==> src/rtl/pixtg_pkg.sv <==
package pixtg_pkg;
  localparam int DW = 14;

  typedef enum logic [2:0] {
    PM_FIXED     = 3'd0,
    PM_HRAMP     = 3'd1,
    PM_VRAMP     = 3'd2,
    PM_GRID      = 3'd3,
    PM_STRIPE    = 3'd4,
    PM_WORD_SYNC = 3'd5,
    PM_WORD_FREE = 3'd6
  } pm_e;

  // Advance a ramp level by one increment, reloading the base past full scale.
  function automatic logic [DW-1:0] ramp_next(input logic [DW-1:0] cur,
                                               input logic [DW-1:0] inc,
                                               input logic [DW-1:0] base);
    logic [DW:0] sum;
    sum = {1'b0, cur} + {1'b0, inc};
    return sum[DW] ? base : sum[DW-1:0];
  endfunction
endpackage

==> src/rtl/pix_testgen_frame.sv <==
module pix_testgen_frame
  import pixtg_pkg::*;
#(
  parameter int CW = 16
) (
  input  logic          clk,
  input  logic          rst,
  input  logic          armed,
  input  logic          line_start,
  input  logic [CW-1:0] start_len,
  input  logic [CW-1:0] valid_w,
  input  logic [CW-1:0] pitch,
  input  logic [DW-1:0] step,
  input  logic [DW-1:0] base,
  output logic          line_edge,
  output logic          started,
  output logic          in_valid,
  output logic          v_origin,
  output logic [DW-1:0] v_level
);
  localparam logic [CW-1:0] CNT_MAX = {CW{1'b1}};

  logic          ls_q;
  logic [CW-1:0] pix_cnt;
  logic [CW-1:0] v_cnt;
  logic [CW-1:0] p_last;
  logic [CW:0]   valid_end;

  assign line_edge = line_start & ~ls_q;
  assign p_last    = (pitch == '0) ? '0 : pitch - 1'b1;
  assign valid_end = {1'b0, start_len} + {1'b0, valid_w};
  assign in_valid  = started && (pix_cnt >= start_len) && ({1'b0, pix_cnt} < valid_end);
  assign v_origin  = (v_cnt == '0);

  always_ff @(posedge clk) begin
    if (rst) ls_q <= 1'b0;
    else     ls_q <= line_start;
  end

  // Pixel position within the line, saturating.
  always_ff @(posedge clk) begin
    if (rst || !armed) begin
      pix_cnt <= '0;
      started <= 1'b0;
    end else if (line_edge) begin
      pix_cnt <= '0;
      started <= 1'b1;
    end else if (started && pix_cnt != CNT_MAX) begin
      pix_cnt <= pix_cnt + 1'b1;
    end
  end

  // Line-domain pitch counter and vertical ramp level.
  always_ff @(posedge clk) begin
    if (rst || !armed) begin
      v_cnt   <= '0;
      v_level <= base;
    end else if (line_edge) begin
      if (!started) begin
        v_cnt   <= '0;
        v_level <= base;
      end else if (v_cnt >= p_last) begin
        v_cnt   <= '0;
        v_level <= ramp_next(v_level, step, base);
      end else begin
        v_cnt <= v_cnt + 1'b1;
      end
    end
  end
endmodule

==> src/rtl/pix_testgen_haxis.sv <==
module pix_testgen_haxis
  import pixtg_pkg::*;
#(
  parameter int CW = 16
) (
  input  logic          clk,
  input  logic          rst,
  input  logic          restart,
  input  logic          adv,
  input  logic [CW-1:0] pitch,
  input  logic [DW-1:0] step,
  input  logic [DW-1:0] base,
  output logic [DW-1:0] h_level,
  output logic          h_origin,
  output logic          h_odd
);
  logic [CW-1:0] h_cnt;
  logic [CW-1:0] p_last;

  assign p_last   = (pitch == '0) ? '0 : pitch - 1'b1;
  assign h_origin = (h_cnt == '0);

  always_ff @(posedge clk) begin
    if (rst || restart) begin
      h_cnt   <= '0;
      h_level <= base;
      h_odd   <= 1'b0;
    end else if (adv) begin
      if (h_cnt >= p_last) begin
        h_cnt   <= '0;
        h_level <= ramp_next(h_level, step, base);
        h_odd   <= ~h_odd;
      end else begin
        h_cnt <= h_cnt + 1'b1;
      end
    end
  end
endmodule

==> src/rtl/pix_testgen.sv <==
module pix_testgen
  import pixtg_pkg::*;
#(
  parameter int CW = 16
) (
  input  logic          clk,
  input  logic          rst,
  input  logic          test_en,
  input  logic          pat_en,
  input  logic          line_start,
  input  logic [2:0]    mode,
  input  logic [CW-1:0] start_len,
  input  logic [CW-1:0] valid_w,
  input  logic [5:0]    val_hi,
  input  logic [7:0]    val_lo,
  input  logic [CW-1:0] pitch,
  input  logic [13:0]   step,
  output logic [13:0]   pix_out
);
  logic          armed;
  logic [DW-1:0] base;
  logic          line_edge, started, in_valid, v_origin;
  logic [DW-1:0] v_level, h_level;
  logic          h_origin, h_odd, h_restart;
  logic [DW-1:0] nxt;

  assign armed     = test_en & pat_en;
  assign base      = {val_hi, val_lo};
  assign h_restart = ~armed | line_edge;

  pix_testgen_frame #(.CW(CW)) u_frame (
    .clk(clk), .rst(rst), .armed(armed), .line_start(line_start),
    .start_len(start_len), .valid_w(valid_w), .pitch(pitch), .step(step),
    .base(base), .line_edge(line_edge), .started(started), .in_valid(in_valid),
    .v_origin(v_origin), .v_level(v_level)
  );

  pix_testgen_haxis #(.CW(CW)) u_haxis (
    .clk(clk), .rst(rst), .restart(h_restart), .adv(in_valid),
    .pitch(pitch), .step(step), .base(base),
    .h_level(h_level), .h_origin(h_origin), .h_odd(h_odd)
  );

  always_comb begin
    nxt = '0;
    if (armed) begin
      case (pm_e'(mode))
        PM_FIXED:     if (in_valid) nxt = base;
        PM_HRAMP:     if (in_valid) nxt = h_level;
        PM_VRAMP:     if (in_valid) nxt = v_level;
        PM_GRID:      if (in_valid) nxt = (h_origin || v_origin) ? step : base;
        PM_STRIPE:    if (in_valid) nxt = h_odd ? base : step;
        PM_WORD_SYNC: if (started)  nxt = base;
        PM_WORD_FREE: nxt = base;
        default:      nxt = '0;
      endcase
    end
  end

  always_ff @(posedge clk) begin
    if (rst) pix_out <= '0;
    else     pix_out <= nxt;
  end
endmodule

==> config.mk <==
export PLATFORM = sky130hd
export DESIGN_NAME = pix_testgen
export DESIGN_NICKNAME = d
export VERILOG_FILES = /design/src/rtl/pixtg_pkg.sv /design/src/rtl/pix_testgen_frame.sv /design/src/rtl/pix_testgen_haxis.sv /design/src/rtl/pix_testgen.sv
export SDC_FILE = /design/constraint.sdc
export NUM_CORES = 1
export LEC_CHECK = 0
export BUFFER_PORTS_ARGS = -buffer_cell sky130_fd_sc_hd__buf_4
export CAP_MARGIN = 30
export CORE_AREA = 2 2 146 148
export CTS_BUF_LIST = sky130_fd_sc_hd__clkbuf_2
export CTS_CLUSTER_SIZE = 40
export DETAILED_ROUTE_END_ITERATION = 8
export DIE_AREA = 0 0 148 150
export PLACE_DENSITY = 0.7
export SLEW_MARGIN = 20
export SYNTH_ARGS = -nofsm -noshare
export SYNTH_HDL_FRONTEND = slang
export SYNTH_SLANG_ARGS = --single-unit
==> constraint.sdc <==
create_clock -name clk -period 6.7 [get_ports clk]
set_input_delay 0.67 -clock clk [delete_from_list [all_inputs] [get_ports clk]]
set_output_delay 0.67 -clock clk [all_outputs]
set_load 0.01 [all_outputs]
==> results.py, run 1 <==
metrics = {
    "timing": {
        "final-hold-violation-count": 0,
        "slew_headroom_pct": 33.60,
        "min_period_ns": 4.463,
        "drv_slew": 0,
        "setup_violations": 0,
        "skew_ns": 0.04321,
        "tightest_slew_ns": 0.9960,
        "setup_tns_ns": 0,
        "fmax_mhz": 224.1,
        "rsz0062_at_grt": "false",
        "fin_crit_sh_pct": 66.61,
    },
    "global_routing": {
        "grt_pass1_vias": 7203,
        "grtUsageTotal_pct": 19.36,
        "grtUsageMet2_pct": 30.88,
        "grt_max_degree": 34,
        "grt_use_met1_pct": 26.31,
        "gr-total-overflow": 0,
        "use_met3_pct": 2.744,
        "antenna_found_initial": 1,
        "grt_pass1_wl_um": 35150,
        "top_usage_layer": "met2",
    },
    "finish": {
        "final_cell_mix": "ha_1 (113), buf_4 (106), a21oi_1 (82), nand2_1 (79), nor2_1 (77)",
        "final_common_cell": "ha_1",
        "area_growth_pct": 14.28,
        "drive_above_1_share_pct": 14.15,
        "fill_cells": 2075,
        "fin_util_pct": 44.73,
        "final_cell_count_no_fill": 1329,
        "final_nets": 1248,
    },
    "synthesis": {
        "synth.area.top_cells": "ha_1 (17%), dfxtp_1 (16%), edfxtp_1 (10%)",
        "yosys.area.top_type": "ha_1",
        "syn_area_um2": 8098,
        "synth_seq_area_share_pct": 26.45,
        "syn-num-nets": 1153,
        "synth.distinct_cells": 69,
        "synth_top_area_share_pct": 17.46,
        "avgSynthCellArea_um2": 8.497,
        "async_flop_share_pct": 0,
        "synth-edff-count": 28,
        "synthCells": 953,
        "yosysWarnings": 0,
        "yosys_register_bits": 93,
        "synthFlopType": "dfxtp_1",
    },
    "hold_path": {
        "hold_start": "rst",
        "hp-class": "in2reg",
    },
    "drt": {
        "wire_per_inst_um": 16.01,
        "num_vias": 7428,
        "drtIter0Drc": 479,
        "post-route-drc-count": 0,
        "ant_nets": 0,
        "wirelength_um": 21270,
        "dr.pass1.iters": 7,
        "vias_per_cell": 5.589,
    },
    "run_status": {
        "status": "finished clean",
    },
    "cts": {
        "cts.clk_slew.worst_paths_ns": 0.30,
        "cts_tree": "yes",
        "cts_resized": 0,
        "numCtsBuffers": 9,
        "insertion_delay_ns": 0.63,
        "clockBufferDepth": 2,
        "cts_setup_buffers": 0,
        "htree_levels": 3,
        "cts_sinks": 93,
        "cts_root_buffer": "clkbuf_2",
        "holdBufCountCts": 0,
    },
    "critical_path": {
        "crit_chain": "buf_4, ha_1, fa_1, a211oi_1, o21ai_1, o2111ai_1, o21ai_2, nor2_1, xor2_1, ha_1, a21o_1, a21oi_1, nand2_1, o311ai_2, a21oi_2, a21oi_1, buf_4, a21o_1, buf_4",
        "critPathArrivalTime_ns": 4.82,
        "critPathLaunchType": "input port",
        "cpPeakStageDelay_ns": 0.43,
        "crit_buf_inv": 3,
        "crit_slowest_cell": "fa_1",
        "cp.required_ns": 7.06,
        "critPathKind": "in2reg",
        "startpoint": "start_len[0]",
        "path_common_cell": "buf_4",
        "cp_top_family": "compound AO/OA/AOI/OAI gates",
        "critPathMaxFanout": 22,
        "end_kind": "flip-flop",
        "rr_startpoint": "u_frame.pix_cnt[0]$_SDFFE_PP0P_",
    },
    "placed_design": {
        "gp_congestion": 0.9157,
        "place_hpwl_um": 16470,
        "dp.cells": 1311,
        "io_buffers": 97,
    },
    "pwr": {
        "vdd_drop_max_mv": 0.06954,
        "power.density_nw_per_um2": 137.5,
        "p_leak_nw": 3.964,
    },
    "die": {
        "core_um2": 20690,
        "start_util_pct": 39.14,
        "die_h_um": 150,
        "die_w_um": 148,
        "io_pins": 98,
        "num_rows": 53,
        "die_area_um2": 22200,
    },
    "flow_run": {
        "maxCapViolations": 0,
    },
}
[cell usage after synthesis (15+ instances only)]
cell      instances
a21oi_1          82
nor2_1           77
nor3_1           24
and3_1           22
ha_1            113
a22oi_1          19
nand2b_1         22
xor2_1           36
nand3_1          31
inv_1            44
edfxtp_1         28
a21o_1           15
nand2_1          79
dfxtp_1          65
xnor2_1          29
o21ai_0          38
a31oi_1          15
[flip-flops by register name, indices dropped and copies added, names as in the netlist]
signal and count:
u_frame.ls_q 1, u_frame.pix_cnt 16, u_frame.started 1, u_frame.v_level 14, pix_out 14, u_haxis.h_cnt 16
u_haxis.h_level 14, u_frame.v_cnt 16, u_haxis.h_odd 1
[path summary, 6_finish.rpt]
path,end,slack (ns),cells past startpoint
min reg2reg,u_haxis.h_cnt[15]$_SDFFE_PP0N_,0.56,2
max,u_haxis.h_level[9]$_DFFE_PP_,2.24,19
min,u_frame.ls_q$_SDFF_PP0_,0.19,2
max reg2reg,u_haxis.h_level[9]$_DFFE_PP_,3.42,11
[cell families after synthesis]
| kind of cell | share of synthesized area [%] |
|---|---|
| fa+ha+maj | 18.20 |
| xor+xnor | 7.030 |
| buf+inv | 3.430 |
| simple gates | 19.79 |
| mux | 3.461 |
| flops | 26.45 |
| compound gates | 21.63 |
[area by class of cell]
class | count | area [um2] | share of cell area, %
Multi-Input combinational cell | 793 | 5683 | 61.41
Sequential cell | 93 | 2142 | 23.15
Timing Repair Buffer | 107 | 807.0 | 8.721
Tap cell | 275 | 344.1 | 3.718
Inverter | 44 | 165.2 | 1.785
Clock inverter | 7 | 65.06 | 0.7031
Clock buffer | 9 | 45.04 | 0.4867
Antenna cell | 1 | 2.502 | 0.02704
[worst reg2reg max path: cells and delay by family (launching register included)]
kind / cells / cell delay [ns]
AND/OR/NAND/NOR: 1 / 0.15
flip-flops: 1 / 0.47
adder cells (fa/ha/maj): 1 / 0.26
buffers and inverters: 3 / 0.56
AO/OA/AOI/OAI: 6 / 1.65
[per-layer routing]
metal,up-vias,wire (um)
li1,3744,-
met1,3404,9868
met2,230,9376
met3,50,1279
met4,0,747
met5,-,0
[power breakdown]
group | switching (mW) | internal (mW) | leakage [nW] | total [mW]
Clock | 0.231 | 0.0592 | 0.0669 | 0.290
Combinational | 0.204 | 0.170 | 3.08 | 0.374
Sequential | 0.0102 | 0.599 | 0.816 | 0.609
Total | 0.445 | 0.828 | 3.96 | 1.27
[per-stage QoR]
stage | cell area [um2] | power [mW] | worst slack [ns] | hold slack, ns
5_1_grt | 9254 | 1.351 | 1.910 | 0.1608
3_3_place_gp | 9130 | 0.9800 | 1.667 | 0.4923
6_report | 9254 | 1.273 | 2.237 | 0.1865
4_1_cts | 9240 | 1.276 | 2.248 | 0.1651
3_5_place_dp | 9130 | 0.9880 | 1.528 | 0.5040
2_1_floorplan | 8098 | 0.8686 | 2.250 | 0.4557
(Power assumes the default switching activity.)
==> run 2: changes to the inputs <==
--- a/config.mk
+++ b/config.mk
@@ -12,7 +12,7 @@
 export CTS_CLUSTER_SIZE = 40
 export DETAILED_ROUTE_END_ITERATION = 8
 export DIE_AREA = 0 0 148 150
-export PLACE_DENSITY = 0.7
+export PLACE_DENSITY = 0.72
 export SLEW_MARGIN = 20
 export SYNTH_ARGS = -nofsm -noshare
 export SYNTH_HDL_FRONTEND = slang
==> constraint.sdc (replaced) <==
create_clock -name clk -period 4.1 [get_ports clk]
set_input_delay 0.41 -clock clk [delete_from_list [all_inputs] [get_ports clk]]
set_output_delay 0.41 -clock clk [all_outputs]
set_load 0.01 [all_outputs]
==> results.py, run 2 (synthesis results as in run 1) <==
metrics = {
    "run_status": {
        "status": "finished clean",
    },
    "placed_design": {
        "dp.cells": 1333,
        "place_hpwl_um": 16880,
        "io_buffers": 97,
        "gp_congestion": 0.8925,
    },
    "drt": {
        "drtIter0Drc": 532,
        "wire_per_inst_um": 16.04,
        "dr.pass1.iters": 5,
        "wirelength_um": 21840,
        "vias_per_cell": 5.612,
        "num_vias": 7644,
        "post-route-drc-count": 0,
        "ant_nets": 0,
    },
    "global_routing": {
        "grtUsageTotal_pct": 19.82,
        "grt_max_degree": 34,
        "grt_pass1_vias": 7310,
        "gr-total-overflow": 0,
        "grt_pass1_wl_um": 35850,
        "antenna_found_initial": 1,
    },
    "timing": {
        "skew_ns": 0.04181,
        "fin_crit_sh_pct": 91.44,
        "setup_violations": 0,
        "slew_headroom_pct": 54.28,
        "rsz0062_at_grt": "false",
        "drv_slew": 0,
        "min_period_ns": 3.749,
        "fmax_mhz": 266.7,
        "final-hold-violation-count": 0,
        "tightest_slew_ns": 0.6769,
    },
    "critical_path": {
        "critPathKind": "in2reg",
        "critPathArrivalTime_ns": 4.32,
        "crit_chain": "buf_4, ha_1, fa_1, a211oi_1, o21ai_1, o2111ai_1, o21ai_2, nor2_1, xor2_1, ha_1, a21o_1, a21oi_1, nand2_1, o311ai_2, a21oi_2, a211o_1, buf_4, or3_1, a21oi_1",
        "crit_slowest_cell": "fa_1",
        "cp.required_ns": 4.67,
        "critPathLaunchType": "input port",
        "cpPeakStageDelay_ns": 0.41,
        "end_kind": "flip-flop",
        "critPathMaxFanout": 10,
    },
    "die": {
        "io_pins": 98,
        "die_area_um2": 22200,
        "start_util_pct": 39.14,
        "die_h_um": 150,
        "core_um2": 20690,
        "num_rows": 53,
        "die_w_um": 148,
    },
    "cts": {
        "cts_resized": 0,
        "cts_tree": "yes",
        "numCtsBuffers": 9,
        "clockBufferDepth": 2,
        "htree_levels": 3,
        "cts_sinks": 93,
        "insertion_delay_ns": 0.65,
        "cts_root_buffer": "clkbuf_2",
        "cts.clk_slew.worst_paths_ns": 0.27,
    },
    "finish": {
        "fin_util_pct": 46.35,
        "largestRegisters": "u_frame.pix_cnt (16), u_frame.v_cnt (16), u_haxis.h_cnt (16)",
        "final_cell_count_no_fill": 1362,
        "area_growth_pct": 18.42,
        "fill_cells": 2040,
        "drive_above_1_share_pct": 15.65,
        "final_common_cell": "buf_4",
        "final_cell_mix": "buf_4 (125), ha_1 (113), a21oi_1 (82), nand2_1 (79), nor2_1 (77)",
        "final_nets": 1281,
    },
    "pwr": {
        "power.density_nw_per_um2": 227.6,
        "vdd_drop_max_mv": 0.1421,
        "p_sw_mw": 0.7087,
        "clockPowerShare_pct": 25.1,
        "seqPwrFrac_pct": 45.5,
        "combPwrFrac_pct": 29.4,
        "p_int_mw": 1.474,
        "p_leak_nw": 4.141,
        "p_sw_share_pct": 32.47,
    },
    "flow_run": {
        "maxCapViolations": 0,
    },
    "hold_path": {
        "hp-class": "in2reg",
    },
}
run 2: cell count changes in the layout (fill, tap and decap cells not counted), sizes merged:
| cell | previous run | this run |
|---|---|---|
| inv | 48 | 47 |
| clkinvlp | 1 | 2 |
| buf | 107 | 128 |
| dlygate4sd3 | 0 | 12 |
| clkinv | 2 | 0 |
| bufinv | 0 | 2 |
run 2: area by class of cell:
cell class	instances	area, um2	area share (%)
flip-flops and latches	93	2142	22.34
clock inverters	7	88.84	0.9264
well taps	275	344.1	3.588
inverters	44	165.2	1.722
diodes	1	2.502	0.02610
multi-input cells	793	5683	59.26
repair buffers	140	1119	11.66
clock buffers	9	45.04	0.4697
run 2: path summary, 6_finish.rpt:
kind,slack (ns),startpoint,cells after the start,end
max,0.35,start_len[0],19,u_haxis.h_cnt[9]$_SDFFE_PP0N_
min,0.05,val_hi[5],2,pix_out[13]$_SDFF_PP0_
max reg2reg,0.75,u_frame.v_level[0]$_DFFE_PP_,11,u_frame.v_level[12]$_DFFE_PP_
min reg2reg,0.54,u_frame.v_cnt[15]$_SDFFE_PP0P_,1,u_frame.v_cnt[15]$_SDFFE_PP0P_
run 2: metrics by stage:
stage	setup slack (ns)	hold WS, ns	instance area, um2	total power, mW	TNS (ns)
2_1_floorplan	0.02196	0.4557	8100	1.420	0
3_5_place_dp	-0.2684	0.5019	9333	1.635	-7.296
6_report	0.3508	0.05273	9589	2.183	0
3_3_place_gp	-0.1962	0.4881	9333	1.617	-4.364
4_1_cts	0.4146	0.0002087	9577	2.188	0
5_1_grt	0.1298	0.03510	9589	2.300	0
run 2: metal layers:
| layer | global-route usage (%) | up-vias | share of wire, % |
|---|---|---|---|
| li1 | - | 3811 | - |
| met1 | 26.00 | 3592 | 46 |
| met2 | 32.82 | 209 | 46 |
| met3 | 3.171 | 32 | 6.4 |
| met4 | 7.476 | 0 | 2.2 |
| met5 | 0 | - | 0 |
run 2: power groups by stage:
stage	clock network (mW)	logic (mW)	registers (mW)
floorplan	0	0.415	1.00
global placement	0	0.607	1.01
detailed placement	0	0.623	1.01
CTS	0.559	0.636	0.994
global route	0.587	0.716	0.997
finish	0.548	0.641	0.994
run 2: timing repair:
action                    4_1_cts  5_1_grt
buffers inserted                0        0
hold endpoints to repair       10        1
hold buffers                   11        1
run 2: worst max-delay path: cells and delay by family:
kind | cells | cell delay (ns)
adder cells (fa/ha/maj) | 3 | 0.91
AO/OA/AOI/OAI | 10 | 1.99
AND/OR/NAND/NOR | 3 | 0.55
buffers and inverters | 2 | 0.28
XOR/XNOR | 1 | 0.17
==> run 3: changes to the inputs <==
--- a/config.mk
+++ b/config.mk
@@ -12,6 +12,7 @@
 export CTS_CLUSTER_SIZE = 40
 export DETAILED_ROUTE_END_ITERATION = 8
 export DIE_AREA = 0 0 148 150
+export GPL_TIMING_DRIVEN = 0
 export PLACE_DENSITY = 0.72
 export SLEW_MARGIN = 20
 export SYNTH_ARGS = -nofsm -noshare
==> results.py, run 3 (synthesis results as in run 1) <==
metrics = {
    "timing": {
        "setup_violations": 0,
        "tightest_slew_ns": 0.8634,
        "slew_headroom_pct": 42.38,
        "hold_slack_ns": 0.03359,
        "setup_tns_ns": 0,
        "drv_slew": 0,
        "rsz0062_at_grt": "false",
        "fmax_mhz": 258.0,
        "min_period_ns": 3.876,
        "layout_setup_ws_ns": 0.2243,
        "fin_crit_sh_pct": 94.53,
        "skew_ns": 0.03411,
        "final-hold-violation-count": 0,
    },
    "drt": {
        "dr.pass1.iters": 5,
        "post-route-drc-count": 0,
        "wl_met2_um": 9546,
        "wirelength_um": 21500,
        "wire_per_inst_um": 15.88,
        "met1Wirelength_um": 9997,
        "num_vias": 7530,
        "drtIter0Drc": 555,
        "wl_met3_um": 1397,
        "ant_nets": 0,
        "top_layer": "met4",
        "vias_per_cell": 5.561,
    },
    "critical_path": {
        "critPathArrivalTime_ns": 4.22,
        "critPathLaunchType": "input port",
        "critPathKind": "in2reg",
        "cp.required_ns": 4.45,
        "critPathMaxFanout": 23,
        "end_kind": "flip-flop",
    },
    "global_routing": {
        "grt_pass1_wl_um": 34380,
        "grtUsageTotal_pct": 19.17,
        "grt_pass1_vias": 7016,
        "grt_max_degree": 24,
        "antenna_found_initial": 1,
        "gr-total-overflow": 0,
    },
    "die": {
        "die_w_um": 148,
        "num_rows": 53,
        "die_h_um": 150,
        "core_um2": 20690,
        "start_util_pct": 39.14,
        "die_area_um2": 22200,
        "io_pins": 98,
    },
    "cts": {
        "cts_root_buffer": "clkbuf_2",
        "numCtsBuffers": 9,
        "clockBufferDepth": 2,
        "cts.clk_slew.worst_paths_ns": 0.25,
        "htree_levels": 3,
        "insertion_delay_ns": 0.64,
        "cts_tree": "yes",
        "cts_sinks": 93,
    },
    "finish": {
        "drive_above_1_share_pct": 14.75,
        "final_cell_mix": "ha_1 (113), buf_4 (102), a21oi_1 (81), nand2_1 (79), nor2_1 (76)",
        "regArea_um2": 2142,
        "final_area_um2": 9543,
        "final_nets": 1273,
        "fill_cells": 2054,
        "area_growth_pct": 17.85,
        "multiInputGateArea_um2": 5736,
        "largestRegisters": "u_frame.pix_cnt (16), u_frame.v_cnt (16), u_haxis.h_cnt (16)",
        "fin_util_pct": 46.12,
        "final_common_cell": "ha_1",
    },
    "flow_run": {
        "maxCapViolations": 0,
    },
    "placed_design": {
        "io_buffers": 97,
        "place_hpwl_um": 16660,
        "post-place-ws_ns": -1.006,
        "place_area_um2": 9188,
        "gp_congestion": 0.9051,
    },
    "pwr": {
        "power.density_nw_per_um2": 238.8,
        "vdd_drop_max_mv": 0.1559,
        "p_leak_nw": 4.085,
    },
    "run_status": {
        "status": "finished clean",
    },
    "hold_path": {
        "hp-class": "in2reg",
    },
}
==> run 3: cell count changes in the layout (fill, tap and decap cells not counted), moves of 3 or more <==
cell	before	now
buf_12	3	0
clkbuf_1	0	13
buf_2	0	5
buf_4	125	102
dlygate4sd3_1	12	9
==> run 3: where the power goes <==
| group | internal [mW] | switching (mW) | leakage, nW |
|---|---|---|---|
| Clock | 0.326 | 0.336 | 0.102 |
| Sequential | 0.977 | 0.0154 | 0.816 |
| Combinational | 0.285 | 0.339 | 3.17 |
==> run 3: path summary, 6_finish.rpt <==
kind / startpoint / cells past startpoint / endpoint / slack (ns)
worst max-delay path: start_len[0] / 18 / u_haxis.h_level[3]$_DFFE_PP_ / 0.22
worst min-delay path: val_lo[2] / 2 / pix_out[2]$_SDFF_PP0_ / 0.03
worst max register to register: u_haxis.h_level[0]$_DFFE_PP_ / 11 / u_haxis.h_level[8]$_DFFE_PP_ / 0.62
worst min register to register: u_haxis.h_cnt[15]$_SDFFE_PP0N_ / 2 / u_haxis.h_cnt[15]$_SDFFE_PP0N_ / 0.54
==> run 3: routing by layer <==
layer	track usage, %	vias to the layer above
met1	26.04	3471
met3	3.445	38
li1	-	3778
met4	7.190	0
met2	30.39	243
met5	0	-
==> run 3: cell type report <==
cell class | instances | area share, %
Inverter | 44 | 1.731
Clock inverter | 6 | 1.429
Multi-Input combinational cell | 793 | 60.10
Tap cell | 275 | 3.606
Sequential cell | 93 | 22.45
Antenna cell | 1 | 0.02622
Buffer | 22 | 1.246
Timing Repair Buffer | 110 | 8.889
Clock buffer | 10 | 0.5245
==> run 3: timing repair <==
| action | in CTS | in global routing |
|---|---|---|
| hold buffers | 3 | 6 |
| pin swaps | 0 | 2 |
| setup endpoints to repair | 35 | 49 |
| gates resized for setup | 3 | 8 |
| endpoints found under the hold margin | 3 | 6 |
| setup buffers | 0 | 3 |
==> run 3: stage by stage <==
step	power [mW]	instances
after global placement	1.598	1325
after global routing	2.401	1354
final	2.279	1354
after floorplan	1.420	953
after CTS	2.271	1344
after detailed placement	1.612	1326
==> run 3: worst max-delay path, cell delays in order <==
cell and delay, ns:
buf_4 0.11, ha_1 0.23, fa_1 0.44, a211oi_2 0.26, o21ai_1 0.11, o2111ai_1 0.16, o21ai_2 0.14, a211o_1 0.27
a21oi_1 0.18, xor2_1 0.20, ha_1 0.25, o21ai_0 0.15, nor2_1 0.06, o2111ai_1 0.30, a21oi_4 0.12, a21oi_4 0.28
a21o_2 0.27, buf_8 0.24
